$ cat src/rtl/wdog_pkg.sv
package wdog_pkg;
  localparam int BUS_W = 32;
  localparam logic [BUS_W-1:0] UNLOCK_KEY = 32'hAD21_AD21;

  typedef enum logic [2:0] {
    A_CTRL   = 3'd0,
    A_PERIOD = 3'd1,
    A_COUNT  = 3'd2,
    A_TRIP   = 3'd3,
    A_UNLOCK = 3'd4,
    A_LOCK   = 3'd5,
    A_STATUS = 3'd6,
    A_EXPCNT = 3'd7
  } wd_addr_e;

  localparam int ST_EXPIRED = 0;
  localparam int ST_VIOL    = 1;
  localparam int ST_RST     = 2;
  localparam int ST_LOCKED  = 3;
  localparam int ST_EN      = 4;
endpackage

$ cat src/rtl/wdog_regs.sv
module wdog_regs
  import wdog_pkg::*;
#(
  parameter int CNT_W  = 32,
  parameter int TRIP_W = 8
) (
  input  logic              clk,
  input  logic              rst_n,
  input  logic              bus_wr,
  input  logic [2:0]        bus_addr,
  input  logic [BUS_W-1:0]  bus_wdata,
  input  logic              expire_i,
  output logic [CNT_W-1:0]  period_o,
  output logic [TRIP_W-1:0] trip_o,
  output logic              enabled_o,
  output logic              locked_o,
  output logic              load_o,
  output logic [CNT_W-1:0]  load_val_o,
  output logic              expired_o,
  output logic              viol_o
);
  logic [CNT_W-1:0]  period_q;
  logic [TRIP_W-1:0] trip_q;
  logic              en_q, lock_q, exp_q, viol_q;
  logic              wr_cfg, wr_ok, wr_bad;

  always_comb begin
    wr_cfg = bus_wr && (bus_addr == A_CTRL || bus_addr == A_PERIOD || bus_addr == A_TRIP);
    wr_ok  = wr_cfg && !lock_q;
    wr_bad = wr_cfg && lock_q;
  end

  // a period write while unlocked either preloads (disabled) or services (enabled)
  assign load_o     = wr_ok && (bus_addr == A_PERIOD);
  assign load_val_o = en_q ? period_q : bus_wdata[CNT_W-1:0];

  always_ff @(posedge clk or negedge rst_n) begin
    if (!rst_n) begin
      period_q <= '0;
      trip_q   <= '0;
      en_q     <= 1'b0;
      lock_q   <= 1'b1;
      exp_q    <= 1'b0;
      viol_q   <= 1'b0;
    end else begin
      if (bus_wr && bus_addr == A_UNLOCK && bus_wdata == UNLOCK_KEY) lock_q <= 1'b0;
      if (bus_wr && bus_addr == A_LOCK) lock_q <= 1'b1;
      if (wr_ok && !en_q) begin
        case (bus_addr)
          A_CTRL:   en_q     <= bus_wdata[0];
          A_PERIOD: period_q <= bus_wdata[CNT_W-1:0];
          A_TRIP:   trip_q   <= bus_wdata[TRIP_W-1:0];
          default:  ;
        endcase
      end
      if (bus_wr && bus_addr == A_STATUS) begin
        if (bus_wdata[ST_EXPIRED]) exp_q  <= 1'b0;
        if (bus_wdata[ST_VIOL])    viol_q <= 1'b0;
      end
      if (expire_i) exp_q  <= 1'b1;
      if (wr_bad)   viol_q <= 1'b1;
    end
  end

  assign period_o  = period_q;
  assign trip_o    = trip_q;
  assign enabled_o = en_q;
  assign locked_o  = lock_q;
  assign expired_o = exp_q;
  assign viol_o    = viol_q;

  // locked writes leave the configuration untouched
  a_r2_locked_cfg_stable: assert property (@(posedge clk) disable iff (!rst_n)
    (bus_wr && lock_q) |=> ($stable(period_q) && $stable(trip_q) && $stable(en_q)));
  // a locked config write raises the violation flag
  a_r2_viol_set: assert property (@(posedge clk) disable iff (!rst_n)
    (wr_cfg && lock_q) |=> viol_q);
  // configuration frozen while running
  a_r7_frozen: assert property (@(posedge clk) disable iff (!rst_n)
    en_q |=> ($stable(period_q) && $stable(trip_q) && en_q));
  // a non-key write to unlock does not unlock
  a_r3_bad_key: assert property (@(posedge clk) disable iff (!rst_n)
    (lock_q && !(bus_wr && bus_addr == A_UNLOCK && bus_wdata == UNLOCK_KEY)) |=> lock_q);
endmodule

$ cat src/rtl/wdog_counter.sv
module wdog_counter #(
  parameter int CNT_W = 32
) (
  input  logic             clk,
  input  logic             rst_n,
  input  logic             run_i,
  input  logic             tick_i,
  input  logic             load_i,
  input  logic [CNT_W-1:0] load_val_i,
  input  logic [CNT_W-1:0] period_i,
  output logic [CNT_W-1:0] count_o,
  output logic             expire_o
);
  localparam logic [CNT_W-1:0] ONE = CNT_W'(1);
  logic [CNT_W-1:0] cnt_q;
  logic             step;

  assign step     = run_i && tick_i && !load_i;
  assign expire_o = step && (cnt_q <= ONE);

  always_ff @(posedge clk or negedge rst_n) begin
    if (!rst_n)         cnt_q <= '0;
    else if (load_i)    cnt_q <= load_val_i;
    else if (expire_o)  cnt_q <= period_i;
    else if (step)      cnt_q <= cnt_q - ONE;
  end

  assign count_o = cnt_q;

  // no tick and no load means the count holds
  a_r5_hold: assert property (@(posedge clk) disable iff (!rst_n)
    (!load_i && !(run_i && tick_i)) |=> $stable(cnt_q));
  // a running tick above 1 decrements
  a_r5_dec: assert property (@(posedge clk) disable iff (!rst_n)
    (step && cnt_q > ONE) |=> (cnt_q == $past(cnt_q) - ONE));
  // expiration reloads the period
  a_r6_reload: assert property (@(posedge clk) disable iff (!rst_n)
    expire_o |=> (cnt_q == $past(period_i)));
endmodule

$ cat src/rtl/wdog_trip.sv
module wdog_trip #(
  parameter int TRIP_W = 8
) (
  input  logic              clk,
  input  logic              rst_n,
  input  logic              expire_i,
  input  logic [TRIP_W-1:0] trip_i,
  output logic [TRIP_W-1:0] exp_cnt_o,
  output logic              rst_o
);
  logic [TRIP_W-1:0] ecnt_q;
  logic              rst_q;

  always_ff @(posedge clk or negedge rst_n) begin
    if (!rst_n) begin
      ecnt_q <= '0;
      rst_q  <= 1'b0;
    end else if (expire_i && !rst_q) begin
      if (ecnt_q == trip_i) rst_q  <= 1'b1;
      else                  ecnt_q <= ecnt_q + 1'b1;
    end
  end

  assign exp_cnt_o = ecnt_q;
  assign rst_o     = rst_q;

  // reset output, once set, is held
  a_r10_held: assert property (@(posedge clk) disable iff (!rst_n) rst_q |=> rst_q);
  // tolerated count never passes the trip value
  a_r9_bound: assert property (@(posedge clk) disable iff (!rst_n) ecnt_q <= trip_i);
  // reset only rises on an expiration
  a_r9_rise: assert property (@(posedge clk) disable iff (!rst_n)
    $rose(rst_q) |-> $past(expire_i));
endmodule

$ cat src/rtl/wdog_guard.sv
module wdog_guard
  import wdog_pkg::*;
#(
  parameter int CNT_W  = 32,
  parameter int TRIP_W = 8
) (
  input  logic        clk,
  input  logic        rst_n,
  input  logic        tick_en,
  input  logic        bus_wr,
  input  logic [2:0]  bus_addr,
  input  logic [31:0] bus_wdata,
  output logic [31:0] bus_rdata,
  output logic        wdt_rst,
  output logic        sts_expired,
  output logic        sts_violation
);
  logic [CNT_W-1:0]  period, count, load_val;
  logic [TRIP_W-1:0] trip, exp_cnt;
  logic              enabled, locked, load, expire, trip_rst;

  wdog_regs #(.CNT_W(CNT_W), .TRIP_W(TRIP_W)) u_regs (
    .clk(clk), .rst_n(rst_n), .bus_wr(bus_wr), .bus_addr(bus_addr),
    .bus_wdata(bus_wdata), .expire_i(expire), .period_o(period), .trip_o(trip),
    .enabled_o(enabled), .locked_o(locked), .load_o(load), .load_val_o(load_val),
    .expired_o(sts_expired), .viol_o(sts_violation)
  );

  wdog_counter #(.CNT_W(CNT_W)) u_cnt (
    .clk(clk), .rst_n(rst_n), .run_i(enabled && !trip_rst), .tick_i(tick_en),
    .load_i(load && !trip_rst), .load_val_i(load_val), .period_i(period),
    .count_o(count), .expire_o(expire)
  );

  wdog_trip #(.TRIP_W(TRIP_W)) u_trip (
    .clk(clk), .rst_n(rst_n), .expire_i(expire), .trip_i(trip),
    .exp_cnt_o(exp_cnt), .rst_o(trip_rst)
  );

  assign wdt_rst = trip_rst;

  always_comb begin
    bus_rdata = '0;
    case (bus_addr)
      A_CTRL:   bus_rdata[0] = enabled;
      A_PERIOD: bus_rdata = 32'(period);
      A_COUNT:  bus_rdata = 32'(count);
      A_TRIP:   bus_rdata = 32'(trip);
      A_STATUS: begin
        bus_rdata[ST_EXPIRED] = sts_expired;
        bus_rdata[ST_VIOL]    = sts_violation;
        bus_rdata[ST_RST]     = trip_rst;
        bus_rdata[ST_LOCKED]  = locked;
        bus_rdata[ST_EN]      = enabled;
      end
      A_EXPCNT: bus_rdata = 32'(exp_cnt);
      default:  bus_rdata = '0;
    endcase
  end

  // count frozen once the reset output is set
  a_r10_count_frozen: assert property (@(posedge clk) disable iff (!rst_n)
    trip_rst |=> $stable(count));
endmodule

$ cat config.mk
export PLATFORM = sky130hd
export DESIGN_NAME = wdog_guard
export DESIGN_NICKNAME = d
export VERILOG_FILES = /design/src/rtl/wdog_pkg.sv /design/src/rtl/wdog_regs.sv /design/src/rtl/wdog_counter.sv /design/src/rtl/wdog_trip.sv /design/src/rtl/wdog_guard.sv
export SDC_FILE = /design/constraint.sdc
export NUM_CORES = 1
export LEC_CHECK = 0
export ABC_AREA = 1
export BUFFER_PORTS_ARGS = -buffer_cell sky130_fd_sc_hd__buf_2
export CAP_MARGIN = 30
export CORE_ASPECT_RATIO = 1.2
export CORE_MARGIN = 2
export CORE_UTILIZATION = 40
export DETAILED_ROUTE_END_ITERATION = 7
export PLACE_DENSITY = 0.65
export RECOVER_POWER = 100
export SLEW_MARGIN = 5
export SYNTH_ARGS = -nofsm -noshare
export SYNTH_HDL_FRONTEND = slang
export SYNTH_SLANG_ARGS = --single-unit
$ cat constraint.sdc
create_clock -name clk -period 2.5 [get_ports clk]
set_input_delay 0.375 -clock clk [delete_from_list [all_inputs] [get_ports clk]]
set_output_delay 0.375 -clock clk [all_outputs]
set_load 0.005 [all_outputs]
==> impl_metrics.env, run 1 <==
export IMPL_worst_setup_path_end_kind="flip-flop"
export IMPL_yosysWarnings=0
export IMPL_start_util_pct=41.0
export IMPL_synth_enable_flop_cells=0
export IMPL_finish_net_count=1051
export IMPL_synth_seq_area_share_pct=34.5
export IMPL_insertedDiodeCount=0
export IMPL_pwr_dens_mw_per_mm2=444
export IMPL_routedWlPerCell_um=16.6
export IMPL_max_slew_margin_rel_pct=19.7
export IMPL_synth_ff_type="sky130_fd_sc_hd__dfrtp_1"
export IMPL_worst_setup_path_type="reg2reg"
export IMPL_final_max_slew_violation_count=0
export IMPL_placementRows=49
export IMPL_hp_class="in2reg"
export IMPL_synth_top_family_by_area="simple AND/OR/NAND/NOR gates"
export IMPL_clock_transition_at_the_registers_of_the_reported_paths_ps=70
export IMPL_netlist_area_mm2=0.00616
export IMPL_clkLatencyLatePin_ps=360
export IMPL_synth_xor_area_share_pct=2.99
export IMPL_post_synth_num_cell_types=39
export IMPL_residual_drc_count=0
export IMPL_tritoncts_clock_tree="built"
export IMPL_worstPathRequired_ps=2750
export IMPL_grt_pass1_vias=5945
export IMPL_detail_route_wirelength_um=20200
export IMPL_share_of_flip_flops_with_an_asynchronous_set_or_reset_pct=100
export IMPL_antenna_found_initial=0
export IMPL_length_in_cells_of_the_worst_reg_to_reg_path=7
export IMPL_fraction_of_layout_cells_with_a_size_suffix_above_1_pct=11.3
export IMPL_endpoint="u_cnt.count_o[26]"
export IMPL_io_buffer_count=73
export IMPL_power_ir_vdd_worst_uv=339
export IMPL_timing_reg2reg_setup_slack_ps=300
export IMPL_synthToLayoutAreaGrowth_pct=14.3
export IMPL_worst_slew_pin_transition_ps=1210
export IMPL_setup_tns_ps=0
export IMPL_period_minus_slack_ps=2200
export IMPL_place_congestion=0.955
export IMPL_hold_viol_final=0
export IMPL_mostFrequentLayoutCells="sky130_fd_sc_hd__nand2_1 (274), sky130_fd_sc_hd__inv_1 (152), sky130_fd_sc_hd__o21ai_0 (111)"
export IMPL_cts_max_path_buffers=2
export IMPL_yosys_area_share_adder_pct=0.609
export IMPL_drv_max_cap_violation_count=0
export IMPL_worst_endpoint_arrival_ps=2450
export IMPL_synth_mux_area_fraction_pct=0
export IMPL_postSynthCellCount=932
export IMPL_congestion_overflow_gr=0
export IMPL_h_tree_level_count=3
export IMPL_reg2reg_from="u_regs.locked_o"
export IMPL_fp_coreArea_mm2=0.0150
export IMPL_leakagePower_nw=3.26
export IMPL_drt_pass1_iterations=5
export IMPL_cts_resized=0
export IMPL_r2r_end="u_cnt.count_o[26]"
export IMPL_via_per_inst=5.15
export IMPL_post_synthesis_simple_gate_area_fraction_pct=33.1
export IMPL_postSynthAreaPerCell_um2=6.61
export IMPL_routed_vias=6273
export IMPL_clock_buffers_created_by_tritoncts=9
export IMPL_postSynthRegisterBits=85
export IMPL_synth_nets=974
export IMPL_finalCoreUtilization_pct=46.9
export IMPL_final_common_cell="sky130_fd_sc_hd__nand2_1"
export IMPL_crit_start="u_regs.locked_o"
export IMPL_finalCritPeriodShare_pct=87.9
export IMPL_setup_violations_final=0
export IMPL_finClkSkew_ps=9.76
export IMPL_hold_path_cell_count=3
export IMPL_status="completed"
export IMPL_largest_net_degree_at_the_start_of_global_routing=39
export IMPL_dp_hpwl_um=15500
export IMPL_first_pass_grt_wire_length_um=31500
export IMPL_floorplan_die_area_mm2=0.0164
export IMPL_floorplan_io_pins=74
export IMPL_ant_nets=0
export IMPL_die_w_um=117
export IMPL_timing_fmax_mhz=455
export IMPL_setup_worst_path_start_class="flip-flop"
export IMPL_hold_slack_ps=294
export IMPL_synth_compound_gate_area_share_pct=16.4
export IMPL_rsz_0062_raised_after_global_routing="no"
export IMPL_floorplan_die_height_um=140
export IMPL_crit_path_max_fanout=11
export IMPL_tritoncts_sinks=85
export IMPL_track_usage_pct=25.2
export IMPL_cts_root_buf="sky130_fd_sc_hd__clkbuf_16"
export IMPL_detailedRoute_firstIterationViolations=423
## repair_timing
action	4_1_cts	5_1_grt
hold buffers	1	0
buffers inserted	0	0
endpoints found under the hold margin	20	0
## layout make-up
type | count | area (um2)
inverters | 155 | 582
repair buffers | 99 | 517
well taps | 204 | 255
fillers | 1609 | 7980
flip-flops and latches | 85 | 2130
clock inverters | 5 | 81.3
multi-input cells | 659 | 3230
clock buffers | 11 | 253
## stage by stage
| stage | setup slack (ps) | area, um2 | instances | power (W) |
|---|---|---|---|---|
| floorplan | 785 | 6160 | 932 | 0.00147 |
| global placement | 487 | 6820 | 1201 | 0.00161 |
| detailed placement | 467 | 6820 | 1201 | 0.00161 |
| CTS | 501 | 7160 | 1218 | 0.00316 |
| global route | 176 | 7040 | 1218 | 0.00321 |
| finish | 303 | 7040 | 1218 | 0.00312 |
## synthesized netlist by cell type, types with 14 or more instances
master | number | area [um2]
sky130_fd_sc_hd__a21oi_1 | 19 | 95.1
sky130_fd_sc_hd__clkbuf_1 | 14 | 52.6
sky130_fd_sc_hd__dfrtp_1 | 84 | 2100
sky130_fd_sc_hd__inv_1 | 151 | 567
sky130_fd_sc_hd__nand2_1 | 273 | 1020
sky130_fd_sc_hd__nand3_1 | 61 | 305
sky130_fd_sc_hd__nand4_1 | 15 | 93.8
sky130_fd_sc_hd__nor2_1 | 63 | 236
sky130_fd_sc_hd__o21ai_0 | 99 | 495
sky130_fd_sc_hd__o21ai_1 | 18 | 90.1
sky130_fd_sc_hd__o22ai_1 | 21 | 131
sky130_fd_sc_hd__xor2_1 | 16 | 140
## power by group
group	internal (W)	leakage, nW	switching [W]
Combinational	0.0000575	2.07	0.000131
Clock	0.000933	0.162	0.000622
Sequential	0.00138	1.03	0.00000343
## layer usage
layer,up-vias,global-route usage (%),part of all wire [%]
met5,-,0,0
met4,0,10.8,3.7
met3,48,3.25,5.0
met2,213,42.4,49
met1,2884,32.0,42
li1,3128,-,-
## flip-flops by register name, indices dropped and copies added (netlist names)
register	cells
u_regs.viol_o	1
u_regs.trip_o	8
u_trip.rst_o	1
u_regs.expired_o	1
u_regs.locked_o	1
u_regs.enabled_o	1
u_cnt.count_o	32
u_regs.period_o	32
u_trip.exp_cnt_o	8
## worst min-delay path by stage
stage | from | to | slack (ps)
global placement | rst_n | u_regs.period_o[26] | 330
global route | bus_wdata[0] | u_regs.enabled_o | 310
CTS | bus_wdata[0] | u_regs.enabled_o | 290
detailed placement | rst_n | u_regs.period_o[25] | 330
finish | bus_wdata[19] | u_regs.period_o[19] | 290
floorplan | rst_n | u_cnt.count_o[0] | 80
## critical path, cell delays in order, from the launching register on
cell and delay (ps):
sky130_fd_sc_hd__dfstp_1 420, sky130_fd_sc_hd__inv_1 70, sky130_fd_sc_hd__nand3_1 270, sky130_fd_sc_hd__o21ai_1 840
sky130_fd_sc_hd__buf_4 320, sky130_fd_sc_hd__a21oi_1 50, sky130_fd_sc_hd__nand2_1 70, sky130_fd_sc_hd__nand2_1 50
## cells by family after synthesis
kind of cell,Yosys count
buf+inv,188
flops,85
compound gates,180
xor+xnor,21
fa+ha+maj,3
simple gates,455
(Power assumes the default switching activity.)
==> inputs of run 2 (changes only) <==
--- a/config.mk
+++ b/config.mk
@@ -8,11 +8,13 @@
 export ABC_AREA = 1
 export BUFFER_PORTS_ARGS = -buffer_cell sky130_fd_sc_hd__buf_2
 export CAP_MARGIN = 30
+export CELL_PAD_IN_SITES_DETAIL_PLACEMENT = 2
+export CELL_PAD_IN_SITES_GLOBAL_PLACEMENT = 2
 export CORE_ASPECT_RATIO = 1.2
 export CORE_MARGIN = 2
-export CORE_UTILIZATION = 40
+export CORE_UTILIZATION = 35
 export DETAILED_ROUTE_END_ITERATION = 7
-export PLACE_DENSITY = 0.65
+export PLACE_DENSITY = 0.93
 export RECOVER_POWER = 100
 export SLEW_MARGIN = 5
 export SYNTH_ARGS = -nofsm -noshare
==> impl_metrics.env, run 2 (synthesized netlist as in run 1, its figures left out) <==
export IMPL_cts_hold_fix_buffers=0
export IMPL_drv_max_cap_violation_count=0
export IMPL_grt_pass1_vias=7763
export IMPL_floorplan_die_area_mm2=0.0187
export IMPL_clock_buffers_created_by_tritoncts=9
export IMPL_synthToLayoutAreaGrowth_pct=12.7
export IMPL_final_common_cell="sky130_fd_sc_hd__nand2_1"
export IMPL_floorplan_io_pins=74
export IMPL_setup_worst_path_start_class="flip-flop"
export IMPL_tritoncts_sinks=85
export IMPL_hp_class="in2async"
export IMPL_residual_drc_count=0
export IMPL_via_per_inst=5.56
export IMPL_status="completed"
export IMPL_rsz_0062_raised_after_global_routing="no"
export IMPL_antenna_found_initial=0
export IMPL_worst_setup_path_type="reg2reg"
export IMPL_cp_common_cell="sky130_fd_sc_hd__nand2_1"
export IMPL_seq_cell_area_mm2=0.00213
export IMPL_grt_util_met3_pct=4.45
export IMPL_crit_chain="nor2_1 -> nand2_1 -> nor2_2 -> nand2_2 -> inv_1 -> nand3_1 -> buf_4 -> o21ai_0 -> nand2_1 -> nand2_1"
export IMPL_mostFrequentLayoutCells="sky130_fd_sc_hd__nand2_1 (273), sky130_fd_sc_hd__inv_1 (152), sky130_fd_sc_hd__o21ai_0 (112)"
export IMPL_max_slew_margin_rel_pct=13.0
export IMPL_floorplan_die_height_um=149
export IMPL_period_minus_slack_ps=2330
export IMPL_timing_fmax_mhz=430
export IMPL_grt_most_used_layer="met2"
export IMPL_leakagePower_nw=3.15
export IMPL_tritoncts_clock_tree="built"
export IMPL_timing_critical_path_max_delay_family="simple AND/OR/NAND/NOR gates"
export IMPL_placementRows=53
export IMPL_cts_resized=0
export IMPL_fraction_of_layout_cells_with_a_size_suffix_above_1_pct=11.7
export IMPL_die_w_um=125
export IMPL_finalCritPeriodShare_pct=93.1
export IMPL_worst_endpoint_arrival_ps=2630
export IMPL_worst_path_buf_inv=2
export IMPL_grt_util_met2_pct=56.5
export IMPL_crit_path_max_fanout=7
export IMPL_hold_viol_final=0
export IMPL_hold_slack_ps=214
export IMPL_setup_tns_ps=0
export IMPL_cts_root_buf="sky130_fd_sc_hd__clkbuf_16"
export IMPL_finish_net_count=1045
export IMPL_largest_net_degree_at_the_start_of_global_routing=43
export IMPL_place_congestion=0.907
export IMPL_congestion_overflow_gr=0
export IMPL_clock_transition_at_the_registers_of_the_reported_paths_ps=70
export IMPL_grt_util_met1_pct=31.8
export IMPL_insertedDiodeCount=0
export IMPL_placement_cell_area_mm2=0.00679
export IMPL_worst_slew_pin_transition_ps=1310
export IMPL_finish_instance_area_mm2=0.00694
export IMPL_detailedRoute_firstIterationViolations=391
export IMPL_finClkSkew_ps=7.46
export IMPL_clkLatencyLatePin_ps=370
export IMPL_io_buffer_count=73
export IMPL_fillCellCount=2193
export IMPL_multi_input_area_mm2=0.00322
export IMPL_start_util_pct=35.5
export IMPL_first_pass_grt_wire_length_um=43600
export IMPL_final_max_slew_violation_count=0
export IMPL_final_critical_path_setup_slack_ps=174
export IMPL_minimum_setup_slack_after_placement_ps=264
export IMPL_power_ir_vdd_worst_uv=283
export IMPL_post_cts_setup_buffer_count=0
export IMPL_ant_nets=0
export IMPL_pwr_dens_mw_per_mm2=418
export IMPL_worstPathRequired_ps=2800
export IMPL_routedWlPerCell_um=22.6
export IMPL_h_tree_level_count=3
export IMPL_fp_coreArea_mm2=0.0174
export IMPL_setup_violations_final=0
export IMPL_drt_pass1_iterations=5
export IMPL_critical_path_cell_with_the_highest_stage_delay="sky130_fd_sc_hd__dfrtp_1"
export IMPL_cts_max_path_buffers=2
export IMPL_routed_vias=6825
export IMPL_dp_hpwl_um=21400
export IMPL_track_usage_pct=30.2
export IMPL_worst_setup_path_end_kind="flip-flop"
export IMPL_critical_path_max_stage_delay_ps=470
export IMPL_detail_route_wirelength_um=27700
## run 2: cell types whose count changed in the layout (fill, tap and decap cells not counted), moves of 3 or more
| cell | delta |
|---|---|
| sky130_fd_sc_hd__clkbuf_2 | +5 |
| sky130_fd_sc_hd__o21ai_1 | -4 |
| sky130_fd_sc_hd__o21ai_2 | +3 |
| sky130_fd_sc_hd__buf_2 | -4 |
| sky130_fd_sc_hd__nor2_2 | +3 |
## run 2: per-layer routing
| layer | vias up | part of all wire, % |
|---|---|---|
| li1 | 3105 | - |
| met1 | 3405 | 37 |
| met2 | 213 | 54 |
| met3 | 102 | 3.5 |
| met4 | 0 | 6.2 |
| met5 | - | 0 |
## run 2: through the flow
stage,utilization (%),std cells,total power (W)
2_1_floorplan,-,932,0.00147
3_3_place_gp,39.1,1212,0.00161
3_5_place_dp,39.1,1212,0.00162
4_1_cts,40.6,1227,0.00293
5_1_grt,40.0,1227,0.00298
6_report,40.0,1227,0.00290
## run 2: power by group
group | switching, W | leakage [nW] | internal, W | total [W]
Sequential | 0.00000497 | 1.03 | 0.00138 | 0.00138
Clock | 0.000626 | 0.127 | 0.000693 | 0.00132
Combinational | 0.000145 | 1.99 | 0.0000544 | 0.000199
Total | 0.000776 | 3.15 | 0.00213 | 0.00290
## run 2: final timing paths
path | startpoint | endpoint | slack, ps | cells after the start
worst max-delay path | u_cnt.count_o[16] | u_cnt.count_o[3] | 170 | 10
worst min-delay path | rst_n | u_regs.period_o[23] | 210 | 1
worst max register to register | u_cnt.count_o[16] | u_cnt.count_o[3] | 170 | 10
worst min register to register | u_regs.period_o[10] | u_regs.period_o[10] | 530 | 2
max in group asynchronous | rst_n | u_cnt.count_o[13] | 510 | 2
min in group clk | bus_wdata[19] | u_regs.period_o[19] | 300 | 3
## run 2: area by class of cell
cell class                 instances  area share [%]
clock inverter                     4           0.360
multi-input combinational        659            46.4
sequential                        85            30.7
tap                              220            3.96
inverter                         155            8.38
timing repair buffer              93            6.70
clock buffer                      11            3.50
==> inputs of run 3 (changes only) <==
--- a/config.mk
+++ b/config.mk
@@ -12,9 +12,9 @@
 export CELL_PAD_IN_SITES_GLOBAL_PLACEMENT = 2
 export CORE_ASPECT_RATIO = 1.2
 export CORE_MARGIN = 2
-export CORE_UTILIZATION = 35
+export CORE_UTILIZATION = 33
 export DETAILED_ROUTE_END_ITERATION = 7
-export PLACE_DENSITY = 0.93
+export PLACE_DENSITY = 0.89
 export RECOVER_POWER = 100
 export SLEW_MARGIN = 5
 export SYNTH_ARGS = -nofsm -noshare
==> constraint.sdc (replaced) <==
create_clock -name clk -period 2.4 [get_ports clk]
set_input_delay 0.36 -clock clk [delete_from_list [all_inputs] [get_ports clk]]
set_output_delay 0.36 -clock clk [all_outputs]
set_load 0.005 [all_outputs]
==> impl_metrics.env, run 3 (synthesized netlist as in run 1, its figures left out) <==
export IMPL_status="completed"
export IMPL_ant_nets=0
export IMPL_routedWlPerCell_um=21.8
export IMPL_post_cts_setup_buffer_count=0
export IMPL_first_pass_grt_wire_length_um=42600
export IMPL_worstPathRequired_ps=2040
export IMPL_period_minus_slack_ps=2270
export IMPL_crit_chain="buf_2 -> inv_2 -> nor2_2 -> nand2_4 -> clkinv_1 -> a22oi_1 -> o2111ai_1 -> clkbuf_1"
export IMPL_h_tree_level_count=3
export IMPL_final_max_slew_violation_count=0
export IMPL_cts_hold_fix_buffers=1
export IMPL_floorplan_io_pins=74
export IMPL_detailedRoute_firstIterationViolations=311
export IMPL_start_util_pct=33.8
export IMPL_fp_coreArea_mm2=0.0182
export IMPL_tritoncts_sinks=85
export IMPL_setup_worst_path_start_class="primary input"
export IMPL_setup_tns_ps=0
export IMPL_residual_drc_count=0
export IMPL_fraction_of_layout_cells_with_a_size_suffix_above_1_pct=12.0
export IMPL_place_congestion=0.887
export IMPL_hold_viol_final=0
export IMPL_cts_root_buf="sky130_fd_sc_hd__clkbuf_16"
export IMPL_floorplan_die_height_um=154
export IMPL_crit_path_max_fanout=12
export IMPL_dp_hpwl_um=20000
export IMPL_via_per_inst=5.46
export IMPL_setup_violations_final=0
export IMPL_cts_resized=0
export IMPL_worst_endpoint_arrival_ps=1910
export IMPL_routed_vias=6728
export IMPL_power_ir_vdd_worst_uv=317
export IMPL_clkLatencyLatePin_ps=380
export IMPL_finish_instance_area_mm2=0.00703
export IMPL_track_usage_pct=28.2
export IMPL_clock_transition_at_the_registers_of_the_reported_paths_ps=80
export IMPL_worst_slew_pin_transition_ps=871
export IMPL_detail_route_wirelength_um=26800
export IMPL_post_place_cells=1215
export IMPL_timing_fmax_mhz=441
export IMPL_seq_cell_area_mm2=0.00213
export IMPL_multi_input_area_mm2=0.00325
export IMPL_drv_max_cap_violation_count=0
export IMPL_largest_net_degree_at_the_start_of_global_routing=65
export IMPL_critical_path_cell_with_the_highest_stage_delay="sky130_fd_sc_hd__clkinv_1"
export IMPL_placement_cell_area_mm2=0.00681
export IMPL_max_slew_margin_rel_pct=42.0
export IMPL_worst_path_buf_inv=4
export IMPL_finalCritPeriodShare_pct=94.5
export IMPL_worst_setup_path_end_kind="output port"
export IMPL_congestion_overflow_gr=0
export IMPL_io_buffer_count=73
export IMPL_final_common_cell="sky130_fd_sc_hd__nand2_1"
export IMPL_antenna_found_initial=0
export IMPL_final_cells=1232
export IMPL_worst_setup_path_type="in2out"
export IMPL_floorplan_die_area_mm2=0.0198
export IMPL_mostFrequentLayoutCells="sky130_fd_sc_hd__nand2_1 (274), sky130_fd_sc_hd__inv_1 (151), sky130_fd_sc_hd__o21ai_0 (109)"
export IMPL_fillCellCount=2274
export IMPL_tritoncts_clock_tree="built"
export IMPL_critical_path_max_stage_delay_ps=450
export IMPL_leakagePower_nw=3.23
export IMPL_pwr_dens_mw_per_mm2=451
export IMPL_grt_pass1_vias=7530
export IMPL_finClkSkew_ps=13.6
export IMPL_rsz_0062_raised_after_global_routing="no"
export IMPL_die_w_um=129
export IMPL_placementRows=54
export IMPL_insertedDiodeCount=0
export IMPL_hp_class="in2reg"
export IMPL_cts_max_path_buffers=2
export IMPL_synthToLayoutAreaGrowth_pct=14.1
export IMPL_drt_pass1_iterations=4
export IMPL_timing_critical_path_max_delay_family="buffers and inverters"
export IMPL_clock_buffers_created_by_tritoncts=9
export IMPL_finish_net_count=1045
==> run 3: final cells by class <==
type | instances | share of cell area (%)
tap | 224 | 3.99
multi-input combinational | 659 | 46.2
clock inverter | 7 | 1.03
timing repair buffer | 93 | 6.98
inverter | 155 | 8.28
sequential | 85 | 30.3
clock buffer | 9 | 3.20
==> run 3: power breakdown <==
group / internal (W) / total, W / switching (W)
Sequential: 0.00144 / 0.00144 / 0.00000609
Clock: 0.000812 / 0.00152 / 0.000707
Combinational: 0.0000573 / 0.000208 / 0.000150
Total: 0.00230 / 0.00317 / 0.000864
==> run 3: final timing paths <==
| check | from | slack [ps] | cells after the start | end |
|---|---|---|---|---|
| worst min register to register | u_regs.period_o[18] | 520 | 2 | u_regs.period_o[18] |
| worst max-delay path | bus_addr[0] | 130 | 8 | bus_rdata[3] |
| worst max register to register | u_cnt.count_o[1] | 150 | 9 | u_cnt.count_o[16] |
| max in group asynchronous | rst_n | 340 | 3 | u_cnt.count_o[2] |
| worst min-delay path | bus_wdata[20] | 280 | 3 | u_regs.period_o[20] |
| min in group asynchronous | rst_n | 620 | 2 | u_regs.period_o[23] |
==> run 3: worst min-delay path, delay by kind of cell <==
| kind | cells | cell delay (ps) |
|---|---|---|
| buffers and inverters | 2 | 170 |
| AO/OA/AOI/OAI | 1 | 80 |
==> run 3: through the flow <==
step	setup slack, ps	hold WS, ps	utilization, %	power, W
after floorplan	685	64.4	-	0.00153
after CTS	101	278	39.0	0.00320
after global placement	264	348	37.3	0.00168
after detailed placement	156	346	37.3	0.00168
final	131	275	38.5	0.00317
after global routing	23.1	307	38.5	0.00327
==> run 3: per-layer routing <==
layer	GRT usage, %	vias to the layer above	wire (um)	part of all wire, %
li1	-	3113	-	-
met3	3.79	56	1020	3.8
met2	51.1	167	14400	54
met5	0	-	0	0
met4	15.4	0	1250	4.7
met1	31.4	3392	10100	38
